==> config.mk <==
export PLATFORM = sky130hd
export DESIGN_NAME = alu_flag_unit
export DESIGN_NICKNAME = d
export VERILOG_FILES = /design/src/rtl/alu_flag_pkg.sv /design/src/rtl/afu_datapath.sv /design/src/rtl/afu_write_mask.sv /design/src/rtl/afu_branch_cond.sv /design/src/rtl/alu_flag_unit.sv
export SDC_FILE = /design/constraint.sdc
export NUM_CORES = 1
export LEC_CHECK = 0
export CAP_MARGIN = 20
export CORE_MARGIN = 1
export CORE_UTILIZATION = 60
export DETAILED_ROUTE_END_ITERATION = 8
export DONT_BUFFER_PORTS = 1
export PLACE_DENSITY_LB_ADDON = 0.08
export SYNTH_ARGS = -nofsm -noshare
export SYNTH_HDL_FRONTEND = slang
export SYNTH_SLANG_ARGS = --single-unit
==> constraint.sdc <==
create_clock -name clk -period 4 [get_ports clk]
set_input_delay 0.6 -clock clk [delete_from_list [all_inputs] [get_ports clk]]
set_output_delay 0.6 -clock clk [all_outputs]
set_load 0.01 [all_outputs]
==> src/rtl/alu_flag_pkg.sv <==
// Shared opcode encoding and flag layout for the condition-flag unit.
// Assumes a 4-bit decoded opcode supplied by the core's decoder.
package alu_flag_pkg;

    typedef enum logic [3:0] {
        OP_ADD = 4'd0,
        OP_SUB = 4'd1,
        OP_INC = 4'd2,
        OP_DEC = 4'd3,
        OP_SHL = 4'd4,
        OP_LEA = 4'd5,
        OP_BCC = 4'd8,   // taken when carry clear
        OP_BCS = 4'd9,   // taken when carry set
        OP_BZS = 4'd10,  // taken when zero set
        OP_BZC = 4'd11   // taken when zero clear
    } alu_op_e;

    // Flags other than carry, kept in one register
    typedef struct packed {
        logic ovf;
        logic sgn;
        logic zro;
    } zso_t;

    // Per-operation write enables
    typedef struct packed {
        logic res_we;
        logic cy_we;
        logic zso_we;
        logic br;
    } wr_mask_t;

    function automatic logic is_branch(input logic [3:0] op);
        return op[3:2] == 2'b10;
    endfunction

endpackage

==> src/rtl/afu_datapath.sv <==
// Arithmetic datapath: computes the candidate result and candidate flags for
// every non-branch operation. Purely combinational; the write mask decides
// what is stored. Assumes DATA_W is a power of two.
module afu_datapath
    import alu_flag_pkg::*;
#(
    parameter int DATA_W = 32,
    parameter int CNT_W  = 8
) (
    input  logic [3:0]        op_i,
    input  logic [DATA_W-1:0] a_i,
    input  logic [DATA_W-1:0] b_i,
    input  logic [CNT_W-1:0]  cnt_i,
    output logic [DATA_W-1:0] res_o,
    output logic              cy_o,
    output zso_t              zso_o,
    output logic              shamt_zero_o
);
    localparam logic [CNT_W-1:0]  CNT_MASK = CNT_W'(DATA_W - 1);
    localparam logic [DATA_W-1:0] ONE      = DATA_W'(1);
    localparam int                MSB      = DATA_W - 1;

    logic [DATA_W:0]   sum_ext;
    logic [DATA_W:0]   dif_ext;
    logic [DATA_W:0]   shl_ext;
    logic [CNT_W-1:0]  amt;
    logic              ovf_c;

    // Wide intermediates that keep the carry / borrow / last shifted-out bit
    always_comb begin
        sum_ext = {1'b0, a_i} + {1'b0, b_i};
        dif_ext = {1'b0, a_i} - {1'b0, b_i};
        amt     = cnt_i & CNT_MASK;
        shl_ext = {1'b0, a_i} << amt;
    end

    assign shamt_zero_o = (amt == '0);

    // Select result, carry and overflow per operation
    always_comb begin
        res_o = a_i;
        cy_o  = 1'b0;
        ovf_c = 1'b0;
        unique case (op_i)
            OP_ADD: begin
                res_o = sum_ext[DATA_W-1:0];
                cy_o  = sum_ext[DATA_W];
                ovf_c = (a_i[MSB] == b_i[MSB]) && (res_o[MSB] != a_i[MSB]);
            end
            OP_SUB: begin
                res_o = dif_ext[DATA_W-1:0];
                cy_o  = dif_ext[DATA_W];
                ovf_c = (a_i[MSB] != b_i[MSB]) && (res_o[MSB] != a_i[MSB]);
            end
            OP_INC: begin
                res_o = a_i + ONE;
                ovf_c = !a_i[MSB] && res_o[MSB];
            end
            OP_DEC: begin
                res_o = a_i - ONE;
                ovf_c = a_i[MSB] && !res_o[MSB];
            end
            OP_SHL: begin
                res_o = shl_ext[DATA_W-1:0];
                cy_o  = shamt_zero_o ? 1'b0 : shl_ext[DATA_W];
            end
            OP_LEA:  res_o = sum_ext[DATA_W-1:0];
            default: res_o = sum_ext[DATA_W-1:0]; // branch target path
        endcase
    end

    // Zero and sign follow the selected result
    always_comb begin
        zso_o.ovf = ovf_c;
        zso_o.sgn = res_o[MSB];
        zso_o.zro = (res_o == '0);
    end

endmodule

==> src/rtl/afu_write_mask.sv <==
// Per-opcode write mask: decides which storage elements an operation updates.
// Carry and the zero/sign/overflow group have independent enables so an
// operation may write one group and preserve the other.
module afu_write_mask
    import alu_flag_pkg::*;
(
    input  logic [3:0] op_i,
    input  logic       shamt_zero_i,
    output wr_mask_t   mask_o
);
    // Decode the opcode into enables
    always_comb begin
        mask_o = '0;
        unique case (op_i)
            OP_ADD, OP_SUB: mask_o = '{res_we: 1'b1, cy_we: 1'b1, zso_we: 1'b1, br: 1'b0};
            OP_INC, OP_DEC: mask_o = '{res_we: 1'b1, cy_we: 1'b0, zso_we: 1'b1, br: 1'b0};
            OP_SHL: mask_o = '{res_we: 1'b1, cy_we: !shamt_zero_i,
                               zso_we: !shamt_zero_i, br: 1'b0};
            OP_LEA: mask_o = '{res_we: 1'b1, cy_we: 1'b0, zso_we: 1'b0, br: 1'b0};
            OP_BCC, OP_BCS, OP_BZS, OP_BZC:
                    mask_o = '{res_we: 1'b0, cy_we: 1'b0, zso_we: 1'b0, br: 1'b1};
            default: mask_o = '0;
        endcase
    end

endmodule

==> src/rtl/afu_branch_cond.sv <==
// Branch condition evaluator: reads the stored carry and zero flags only.
// Assumes op_i[1:0] selects the condition within the branch opcode group.
module afu_branch_cond (
    input  logic [3:0] op_i,
    input  logic       cy_i,
    input  logic       zro_i,
    output logic       take_o
);
    // Condition select by the low two opcode bits
    always_comb begin
        unique case (op_i[1:0])
            2'd0: take_o = !cy_i;
            2'd1: take_o = cy_i;
            2'd2: take_o = zro_i;
            default: take_o = !zro_i;
        endcase
    end

endmodule

==> src/rtl/alu_flag_unit.sv <==
// Top of the condition-flag update unit. Holds the result, carry, the
// zero/sign/overflow group and the branch outcome, each updated under the
// per-opcode write mask on a valid strobe. Synchronous active-low reset.
module alu_flag_unit
    import alu_flag_pkg::*;
#(
    parameter int DATA_W = 32,
    parameter int CNT_W  = 8
) (
    input  logic              clk,
    input  logic              rst_n,
    input  logic              valid_i,
    input  logic [3:0]        op_i,
    input  logic [DATA_W-1:0] a_i,
    input  logic [DATA_W-1:0] b_i,
    input  logic [CNT_W-1:0]  cnt_i,
    output logic [DATA_W-1:0] result_o,
    output logic [3:0]        flags_o,
    output logic              taken_o,
    output logic [DATA_W-1:0] target_o
);
    logic [DATA_W-1:0] dp_res;
    logic              dp_cy;
    zso_t              dp_zso;
    logic              shamt_zero;
    wr_mask_t          mask;
    logic              take_c;

    logic              cy_q;
    zso_t              zso_q;

    afu_datapath #(.DATA_W(DATA_W), .CNT_W(CNT_W)) u_dp (
        .op_i         (op_i),
        .a_i          (a_i),
        .b_i          (b_i),
        .cnt_i        (cnt_i),
        .res_o        (dp_res),
        .cy_o         (dp_cy),
        .zso_o        (dp_zso),
        .shamt_zero_o (shamt_zero)
    );

    afu_write_mask u_mask (
        .op_i         (op_i),
        .shamt_zero_i (shamt_zero),
        .mask_o       (mask)
    );

    afu_branch_cond u_br (
        .op_i   (op_i),
        .cy_i   (cy_q),
        .zro_i  (zso_q.zro),
        .take_o (take_c)
    );

    // Carry storage, separate from the other flags
    always_ff @(posedge clk) begin
        if (!rst_n)                   cy_q <= 1'b0;
        else if (valid_i && mask.cy_we) cy_q <= dp_cy;
    end

    // Zero / sign / overflow storage
    always_ff @(posedge clk) begin
        if (!rst_n)                    zso_q <= '0;
        else if (valid_i && mask.zso_we) zso_q <= dp_zso;
    end

    // Result register
    always_ff @(posedge clk) begin
        if (!rst_n)                    result_o <= '0;
        else if (valid_i && mask.res_we) result_o <= dp_res;
    end

    // Branch outcome: taken set by branches, cleared by any other valid op
    always_ff @(posedge clk) begin
        if (!rst_n) begin
            taken_o  <= 1'b0;
            target_o <= '0;
        end else if (valid_i) begin
            taken_o <= mask.br && take_c;
            if (mask.br) target_o <= dp_res;
        end
    end

    assign flags_o = {zso_q.ovf, zso_q.sgn, zso_q.zro, cy_q};

    AST_BRANCH_KEEPS_FLAGS: assert property (@(posedge clk) disable iff (!rst_n)
        ($past(rst_n) && $past(valid_i) && is_branch($past(op_i)))
            |-> ($stable(flags_o) && $stable(result_o)));

    AST_INCDEC_KEEPS_CARRY: assert property (@(posedge clk) disable iff (!rst_n)
        ($past(rst_n) && $past(valid_i) && ($past(op_i) == OP_INC || $past(op_i) == OP_DEC))
            |-> $stable(flags_o[0]));

    AST_SHIFT_ZERO_KEEPS: assert property (@(posedge clk) disable iff (!rst_n)
        ($past(rst_n) && $past(valid_i) && $past(op_i) == OP_SHL
         && $past(cnt_i[$clog2(DATA_W)-1:0]) == '0)
            |-> $stable(flags_o));

    AST_LEA_KEEPS_FLAGS: assert property (@(posedge clk) disable iff (!rst_n)
        ($past(rst_n) && $past(valid_i) && $past(op_i) == OP_LEA)
            |-> $stable(flags_o));

    AST_IDLE_HOLDS: assert property (@(posedge clk) disable iff (!rst_n)
        ($past(rst_n) && !$past(valid_i))
            |-> ($stable(flags_o) && $stable(result_o) && $stable(taken_o) && $stable(target_o)));

    AST_TAKEN_ONLY_BRANCH: assert property (@(posedge clk) disable iff (!rst_n)
        $rose(taken_o) |-> ($past(valid_i) && is_branch($past(op_i))));

endmodule

# After elaboration in Yosys (flattened, before gate mapping)
# Cells that the tools add are included.
# op_classes
reduce_logical	21
n_eq_ne	15
mux	6
n_shift	1
n_addsub	4
# ops
operator	count
one-hot mux 32 bit (4 select lines)	1
adder 32 x 32 -> 33 bit	1
<< shifter 32 x 5 -> 33 bit	1
subtractor 32 x 32 -> 33 bit	1
adder 32 x 1 -> 32 bit, second input constant	1
zero test 32 bit	1
subtractor 32 x 1 -> 32 bit, second input constant	1
one-hot mux 4 bit (5 select lines)	1
== test 4 bit, second input constant	4
== test 4 x 2 -> 1 bit, second input constant	2
== test 4 x 3 -> 1 bit, second input constant	2
logical AND 1 bit	8
zero test 8 bit	1
one-hot mux 1 bit (3 select lines)	2
zero test 1 bit	5
== test 4 x 1 -> 1 bit, second input constant	1
zero test 4 bit	1
one-hot mux 1 bit (4 select lines)	1
OR reduction 2 bit	2
OR reduction 4 bit	1
inequality test 1 bit	3
== test 2 x 1 -> 1 bit, second input constant	1
== test 2 bit, second input constant	1
zero test 2 bit	1
3 further kinds	3
# totals
out_inout_bits	69
ff_bits	69
wordCells	54
in_bits	79

# Logic depth before layout (Yosys ltp)
# Gate-level depths: netlist of the first run.
# logic_depth
word_depth	4
mapped_depth	16
depth_no_buf	15

# Cells and area by module
# Synthesis of the first run repeated with hierarchy kept, for this count alone.
# unflattened
cells_unflattened	1523
hier_area_um2	10704.0
# by_module_without_submodules
mod	seq_area_each_um2	instances	area_per_inst_um2	cells_each
afu_datapath	0.0	1	7847.5	1196
alu_flag_unit	1381.3	1	2798.9	318
afu_write_mask	0.0	1	35.0	6
afu_branch_cond	0.0	1	22.5	3

# Least setup slack after synthesis of the first run
# OpenSTA, ideal clock, no wires.
# synth_path
path_type	in2reg
startpoint	input port a_i[0]
endpoint	register zso_q (netlist bit flags_o[1])
slack_ns	0.067
setup_ns	0.069
path_buffers	1
cell_stages	16
arrival_time_ns	3.864
required_time_ns	3.931
path_cell_list	clkbuf_1 inv_1 ha_1 fa_1 nand2b_1 a21oi_1 o21ai_0 a21o_1 a2111oi_0 o21ai_0 a31oi_1 o211a_1 mux2_1 o22ai_1 or3_1 o21ai_1
# synth_via
elab_chain_cells	3
elab_cells_between_ends	7
classes_between	add/sub: 4; shift: 1; mux: 1; reduce/logical: 1
# synth_rtl
element	line	source
start, declared	alu_flag_unit.sv:14	input logic [DATA_W-1:0] a_i,
adder 32 x 32 -> 33 bit (tied with other cells)	afu_datapath.sv:31	sum_ext = {1'b0, a_i} + {1'b0, b_i};
one-hot mux 32 bit (4 select lines) (*)	afu_datapath.sv:44	unique case (op_i)
zero test 32 bit (*)	afu_datapath.sv:76	zso_o.zro = (res_o == '0);
end signal, assigned	alu_flag_unit.sv:65	else if (valid_i && mask.zso_we) zso_q <= dp_zso;
end, declared	alu_flag_unit.sv:30	zso_t zso_q;
# Every way passes the cells marked *; elsewhere a longest branch is shown, timed or not.
# A chain may end at the register's enable or synchronous reset.

# Final worst setup path of the first run
# layout_path
startpoint	input port a_i[0]
endpoint	register result_o[30]
# layout_via
elab_chain_cells	2
elab_cells_between_ends	6
classes_between	add/sub: 4; shift: 1; mux: 1
# layout_rtl
element	line	source
adder 32 x 32 -> 33 bit (tied with other cells)	afu_datapath.sv:31	
one-hot mux 32 bit (4 select lines) (*)	afu_datapath.sv:44	
end signal, assigned	alu_flag_unit.sv:71	else if (valid_i && mask.res_we) result_o <= dp_res;
end, declared	alu_flag_unit.sv:17	output logic [DATA_W-1:0] result_o,
# Marks and branches as above.

==> results of run 1 <==
[worst min-delay path by stage]
stage                         endpoint  slack, ns  cells past startpoint
after global placement     result_o[1]       0.50                      2
final                     result_o[26]       0.41                      1
after floorplan             flags_o[1]       0.45                      2
after detailed placement   result_o[1]       0.50                      2
after global routing           taken_o       0.39                      1
after CTS                 target_o[28]       0.40                      1
[area by class of cell]
cell class | count | area, um^2 | share of cell area
clock buffers | 10 | 229 | 0.0203
clock inverters | 5 | 37.5 | 0.00333
inverters | 71 | 267 | 0.0237
multi-input cells | 1146 | 8110 | 0.720
flip-flops and latches | 69 | 1380 | 0.123
well taps | 220 | 275 | 0.0244
repair buffers | 128 | 961 | 0.0853
[power by group through the flow]
stage	clock (W)	combinational, W	sequential, W
detailed placement	0	0.00127	0.000791
floorplan	0	0.000901	0.000781
global route	0.000748	0.00143	0.000780
global placement	0	0.00126	0.000790
finish	0.000701	0.00132	0.000776
CTS	0.000708	0.00128	0.000776
[cells in the final DEF, fill, tap and decap left out, types with 6 or more instances in the layout]
cell | Yosys | final
o221a_2 | 6 | 6
o21a_1 | 13 | 13
a311oi_1 | 6 | 6
nand2_1 | 149 | 149
and2_1 | 12 | 12
nor2_1 | 126 | 126
a21o_1 | 16 | 16
a32oi_1 | 9 | 9
o31ai_1 | 10 | 10
nand2b_1 | 15 | 15
nor3_1 | 39 | 36
or3_1 | 10 | 10
xnor2_1 | 34 | 34
a211oi_1 | 21 | 20
a21oi_1 | 98 | 96
buf_4 | 2 | 128
nor3b_1 | 15 | 13
o21bai_1 | 6 | 6
o221ai_1 | 6 | 6
a211o_1 | 6 | 6
or2_2 | 6 | 6
o211ai_1 | 18 | 18
a21boi_0 | 15 | 15
ha_1 | 68 | 68
o211a_1 | 46 | 46
mux2i_1 | 56 | 56
nand4_1 | 14 | 14
nor4_1 | 25 | 25
xor2_1 | 15 | 15
inv_1 | 69 | 69
nand3_1 | 20 | 20
mux4_2 | 14 | 14
a221oi_1 | 7 | 7
o22ai_1 | 19 | 19
mux2_2 | 20 | 20
clkbuf_16 | 0 | 9
dfxtp_1 | 69 | 69
o21ai_0 | 68 | 68
a31oi_1 | 18 | 18
nor2b_1 | 15 | 15
[cell families (layout without fill, tap and decap cells)]
group	after synthesis	count (layout)
buffers and inverters	200	214
flip-flops	69	69
AO/OA/AOI/OAI	451	451
adder cells (fa/ha/maj)	70	70
multiplexers	92	92
AND/OR/NAND/NOR	484	484
XOR/XNOR	49	49
[flip-flops by register name, indices dropped and copies added, names as in the netlist]
name / cells
flags_o: 3
taken_o: 1
result_o: 32
cy_q: 1
target_o: 32
[synthesized netlist by cell type, types with 7 or more instances]
cell,count
nand2_1,149
nor2_1,126
a21oi_1,98
clkbuf_1,90
dfxtp_1,69
inv_1,69
ha_1,68
o21ai_0,68
mux2i_1,56
o211a_1,46
nor3_1,39
xnor2_1,34
nor4_1,25
a211oi_1,21
buf_2,20
mux2_2,20
nand3_1,20
o22ai_1,19
a31oi_1,18
o211ai_1,18
a21o_1,16
a21boi_0,15
nand2b_1,15
nor2b_1,15
nor3b_1,15
xor2_1,15
mux4_2,14
nand4_1,14
o21a_1,13
and2_1,12
buf_1,12
o31ai_1,10
or3_1,10
a32oi_1,9
a221oi_1,7
[layer usage]
metal,wire [um],part of all wire,vias to the layer above
met2,15900,0.43,659
met5,0,0,-
met4,1630,0.044,0
li1,-,-,5240
met3,4030,0.11,115
met1,15200,0.41,5379
[critical path, delay by kind of cell]
| kind | cells | cell delay, ns |
|---|---|---|
| AO/OA/AOI/OAI | 8 | 1.86 |
| adder cells (fa/ha/maj) | 2 | 0.60 |
| AND/OR/NAND/NOR | 3 | 0.46 |
| multiplexers | 1 | 0.31 |
| buffers and inverters | 2 | 0.24 |
[per-stage QoR]
step / power [W] / hold WS [ns] / TNS, ns
2_1_floorplan: 0.00168 / 0.450 / 0
3_3_place_gp: 0.00205 / 0.498 / -0.400
3_5_place_dp: 0.00206 / 0.503 / -1.07
4_1_cts: 0.00276 / 0.399 / 0
5_1_grt: 0.00295 / 0.393 / -0.00409
6_report: 0.00280 / 0.408 / 0
[timing repair]
| action | in CTS | in global routing |
|---|---|---|
| pin swaps | 0 | 2 |
| setup buffers | 0 | 2 |
| gates resized for setup | 1 | 6 |
| endpoints found under the setup margin | 1 | 4 |
==> results by group, run 1 <==
Timing
  • Final Cycle Share: 0.962
  • Worst-Margin Slew: 0.744 ns
  • Final Hold Vio Count: 0
  • Setup ws final: 0.153 ns
  • Clock Skews: 0.00166 ns
  • Slew HR: 0.499
  • Post-layout minimum cycle time: 3.85 ns
  • F_max: 260 MHz
  • Pins over their slew limit: 0
  • Endpoints failing setup: 0

Logic synthesis
  • Syn avg cell area: 7.24 um^2
  • Post-synthesis cell area: 0.0102 mm^2
  • Post-synthesis simple-gate area fraction: 0.233
  • Ys Warns: 0
  • Mux share of post-synthesis cell area: 0.111
  • Synthesis-stage register bit count: 69
  • Top cells by area, synth: dfxtp_1 (13%), ha_1 (8.3%), mux2i_1 (5.5%), nand2_1 (5.5%), a21oi_1 (4.8%)
  • Synth Flop Type: dfxtp_1
  • Main combinational cell family by area after synthesis: compound AO/OA/AOI/OAI gates
  • Post-synth top area cell: dfxtp_1
  • Synth Instances: 1415
  • Post-Synth Adder-Cell Area: 0.0870
  • Distinct cells, synth: 92
  • Post-synth EDFFs: 0
  • Synthesized Nets: 1564
  • Share of the yosys chip area belonging to registers: 0.135
  • Share of the synthesized area in the top cell type: 0.135
  • XOR/XNOR share of the synthesized area: 0.0419
  • Compound-Gate Fraction of Synth Area: 0.313
  • Asr flop ratio synth: 0

Place
  • Placed instance area: 0.0110 mm^2
  • Placed Cells: 1632
  • Place WS: -0.322 ns
  • Detailed placer's ending HPWL: 28600 um
  • Placer Congestion: 1.00
  • Buffers added on ports: 0

Job
  • Max Cap Violations: 0

Pwr
  • Clock power share: 0.250
  • P_sw: 0.00106 W
  • Leakage: 4.96 nW
  • Reg power frac: 0.277
  • Switching share of total power: 0.378
  • Pwr per Cell Area: 249 mW/mm^2
  • Internal: 0.00174 W
  • Max VDD drop: 0.282 mV
  • Combinational share of power: 0.472

Floorplan
  • Die height: 133 um
  • Die footprint: 0.0176 mm^2
  • Total core area: 0.0166 mm^2
  • Core Rows: 47
  • Die Width: 133 um
  • Top Ports: 148
  • Starting density of the core: 0.615

Drt
  • Final ANT Viol Nets: 0
  • Drt first pass iters: 6
  • Initial detailed-routing violation count: 1265
  • Residual DRC: 0
  • Via density: 6.91
  • Wirelength per Cell: 22.3 um
  • Post-Route WL: 36800 um
  • Via count: 11.4k

Global route
  • First-pass GRT wire length: 57600 um
  • Global-route total usage across every layer: 0.410
  • Total grt overflow: 0
  • GRT met2 Usage: 0.620
  • Vias in the first global route: 10.4k
  • Largest net degree at the start of global routing: 71
  • M3 GR Usage: 0.0981
  • Busiest grt layer: met2
  • Met1 GRT Util: 0.557
  • Initial antenna violation count: 0

Status
  • Status: completed

Clocking
  • Clock Latency Late Sink: 0.32 ns
  • Clock transition at path regs: 0.05 ns
  • Number of H-tree levels: 3
  • Clk sink count: 69
  • Hold-fix buffers at CTS: 0
  • Longest Clk Path Bufs: 2
  • CTS root buf: clkbuf_16
  • Num CTS Buffers: 9
  • TritonCTS clock tree: built

Cells and area
  • Cell Count, Final, Fillers Out: 1649
  • Layout overhead on the synthesized area: 9.97%
  • Fillers: 1506
  • Layout cells sized above 1: 0.152
  • Final core occ: 0.677
  • Post-route design area: 0.0113 mm^2
  • Nets@finish: 1574
  • Ant diodes: 0

Setup path
  • Critical Path End Type: register
  • Cell mode on critical path: o21ai_0
  • Slowest stage delay, CP: 0.49 ns
  • FF-to-FF setup slack: 2.85 ns
  • R2R cell count: 5
  • Slowest library cell on the worst path: a2111oi_1
  • Worst path cell trace: inv_1 -> ha_1 -> fa_1 -> nand2b_1 -> a21oi_2 -> o21ai_0 -> a21o_1 -> a2111oi_1 -> buf_4 -> o21ai_0 -> a31oi_1 -> a21oi_1 -> mux2_1 -> o22ai_1 -> nor2_1 -> nor3b_1
  • Startpoint Class: primary input
  • Worst Setup Path Type: in2reg
  • Crit path DAT: 4.09 ns
  • Setup crit start: a_i[0]
  • R2R Path End: taken_o
  • CP max FO: 15
  • Critical Path Sink: result_o[30]
  • Reg-to-reg startpoint: flags_o[1]
  • Data required, critical path: 4.24 ns

Hold path
  • Worst hold start: rst_n
  • HP Class: in2reg
No activity file was read; power rests on OpenSTA's default activity.
==> run 2: changes to the inputs <==
--- a/config.mk
+++ b/config.mk
@@ -10,7 +10,9 @@
 export CORE_UTILIZATION = 60
 export DETAILED_ROUTE_END_ITERATION = 8
 export DONT_BUFFER_PORTS = 1
-export PLACE_DENSITY_LB_ADDON = 0.08
+export GPL_ROUTABILITY_DRIVEN = 0
+export PLACE_DENSITY = 0.79
+export SETUP_SLACK_MARGIN = 0.1
 export SYNTH_ARGS = -nofsm -noshare
 export SYNTH_HDL_FRONTEND = slang
 export SYNTH_SLANG_ARGS = --single-unit
==> run 2 against run 1 <==
  * Die area unchanged
  * Maximum frequency up 2.5%
  * Combinational power down 3%
  * Clock power up 20%
  * Final cell count down 1.8%
  * Sequential share of layout area up 0.17 points
  * Via count up 1.6%
  * Highest routed layer is now met5
==> results by group, run 2 (synthesis results as in run 1) <==
Clocking
  • Clock Latency Late Sink: 0.33 ns (about the same)
  • TritonCTS clock tree: built
  • Num CTS Buffers: 9 (unchanged)
  • # Post-CTS Setup Buffers: 0 (unchanged)
  • Longest Clk Path Bufs: 2 (unchanged)
  • Number of H-tree levels: 3 (unchanged)
  • Clock transition at path regs: 0.05 ns (about the same)
  • Clk sink count: 69 (unchanged)
  • CTS root buf: clkbuf_16

Global route
  • GRT met2 Usage: 0.622 (+0.00234)
  • Initial antenna violation count: 0 (unchanged)
  • Vias in the first global route: 10.7k (+2.5%)
  • Total grt overflow: 0 (unchanged)
  • Largest net degree at the start of global routing: 71 (unchanged)
  • M3 GR Usage: 0.133 (+0.0349)
  • First-pass GRT wire length: 57200 um (-0.72%)
  • Busiest grt layer: met2
  • Global-route total usage across every layer: 0.408 (-0.00169)
  • Met1 GRT Util: 0.505 (-0.0519)

Floorplan
  • Die height: 133 um (unchanged)
  • Die footprint: 0.0176 mm^2 (unchanged)
  • Starting density of the core: 0.615 (unchanged)
  • Core Rows: 47 (unchanged)
  • Top Ports: 148 (unchanged)
  • Total core area: 0.0166 mm^2 (unchanged)
  • Die Width: 133 um (unchanged)

Cells and area
  • Ant diodes: 0 (unchanged)
  • Layout overhead on the synthesized area: 8.47%
  • Layout cells sized above 1: 0.137 (-0.0146)
  • Cell Count, Final, Fillers Out: 1619 (-1.8%)
  • Most common cell after layout, fill and taps aside: nand2_1
  • Commonest non-fill, non-tap cells in the layout: nand2_1 (149), nor2_1 (125), buf_4 (97)
  • Nets@finish: 1543 (-2.0%)

Job
  • Max Cap Violations: 0 (unchanged)

Setup path
  • Critical Path End Type: register
  • FF-to-FF setup slack: 2.78 ns (-0.07 ns)
  • R2R cell count: 5 (unchanged)
  • Startpoint Class: primary input
  • Reg-to-reg startpoint: flags_o[1]
  • CP max FO: 6 (-9)
  • Critical Path Sink: flags_o[1]
  • Crit path DAT: 4.02 ns (-0.07 ns)
  • Setup crit start: b_i[3]
  • Worst Setup Path Type: in2reg
  • Data required, critical path: 4.27 ns (+0.03 ns)
  • R2R Path End: taken_o

Pwr
  • Overall power: 0.00290 W (+3.6%)
  • Pwr per Cell Area: 261 mW/mm^2 (+5.0%)
  • Leakage: 4.86 nW (-2.0%)
  • Max VDD drop: 0.303 mV (+7.3%)

Drt
  • Wirelength per Cell: 22.7 um (+1.8%)
  • Via density: 7.15 (+3.5%)
  • Final ANT Viol Nets: 0 (unchanged)
  • Residual DRC: 0 (unchanged)
  • Post-Route WL: 36800 um (about the same)
  • Drt first pass iters: 8 (+2)
  • Via count: 11.6k (+1.6%)
  • Initial detailed-routing violation count: 1749 (+38%)

Timing
  • RSZ-0062 raised after global routing: no
  • Clock Skews: 0.000274 ns (-0.00139 ns)
  • Worst hold slack: 0.399 ns (-0.00896 ns)
  • Post-layout minimum cycle time: 3.75 ns (-0.0924 ns)
  • Setup ws final: 0.246 ns (+0.0924 ns)
  • F_max: 266 MHz (+2.5%)
  • Final Cycle Share: 0.939 (-0.0231)
  • Pins over their slew limit: 0 (unchanged)
  • Slew HR: 0.414 (-0.0852)
  • Endpoints failing setup: 0 (unchanged)
  • Final Hold Vio Count: 0 (unchanged)
  • Setup total negative slack: 0 ns (unchanged)
  • Worst-Margin Slew: 0.871 ns (+0.128 ns)

Place
  • Place WS: -0.177 ns (+0.145 ns)
  • Placed Cells: 1603 (-1.8%)
  • Buffers added on ports: 0 (unchanged)
  • Detailed placer's ending HPWL: 27700 um (-2.9%)

Hold path
  • HP Class: in2reg

Status
  • Status: completed
-- run 2: changes by cell type in the layout (fill, tap and decap cells not counted), sizes merged --
cell      change
buf          -31
bufinv        +2
clkinv        +2
clkinvlp      -2
inv           -1
-- run 2: how the worst min path moves through the flow --
stage	from	endpoint	slack [ns]	depth (start not counted)
2_1_floorplan	flags_o[1]	flags_o[1]	0.45	2
3_3_place_gp	target_o[31]	target_o[31]	0.50	2
3_5_place_dp	target_o[1]	target_o[1]	0.51	2
4_1_cts	rst_n	result_o[16]	0.39	1
5_1_grt	rst_n	target_o[20]	0.39	1
6_report	rst_n	result_o[25]	0.40	1
-- run 2: per-stage QoR --
step / area [um^2] / util
2_1_floorplan: 10200 / -
3_3_place_gp: 10700 / 0.645
3_5_place_dp: 10700 / 0.645
4_1_cts: 11100 / 0.664
5_1_grt: 11100 / 0.667
6_report: 11100 / 0.667
-- run 2: final cells by class --
class / instances / area [um^2]
inverters: 71 / 267
fillers: 1417 / 5540
multi-input cells: 1146 / 8140
repair buffers: 97 / 728
clock inverters: 6 / 87.6
clock buffers: 10 / 229
well taps: 220 / 275
flip-flops and latches: 69 / 1380
-- run 2: worst max-delay path: stages --
cell and delay (ns):
inv_1 0.02, ha_1 0.29, buf_4 0.17, and2_1 0.18, a221oi_2 0.33, a211o_1 0.27, a21oi_1 0.13, a21o_1 0.25
a221o_1 0.36, a222oi_1 0.31, buf_4 0.19, nand2_1 0.06, nor4b_2 0.28, nand4_1 0.19, nand4bb_1 0.26, o21ai_1 0.14
-- run 2: power breakdown --
part	switching, W	total (W)	internal [W]
Sequential	0.0000489	0.000777	0.000729
Clock	0.000293	0.000838	0.000545
Combinational	0.000722	0.00128	0.000562
-- run 2: what timing repair did --
item | 4_1_cts | 5_1_grt
hold buffers | 0 | 0
endpoints found under the setup margin | 0 | 11
gates resized for setup | 0 | 13
-- run 2: layer usage --
metal | share of wire | vias to the layer above | wire length (um)
met5 | 0.00076 | - | 28
met2 | 0.43 | 866 | 15600
met3 | 0.13 | 192 | 4730
li1 | - | 5196 | -
met4 | 0.066 | 2 | 2410
met1 | 0.38 | 5320 | 14000
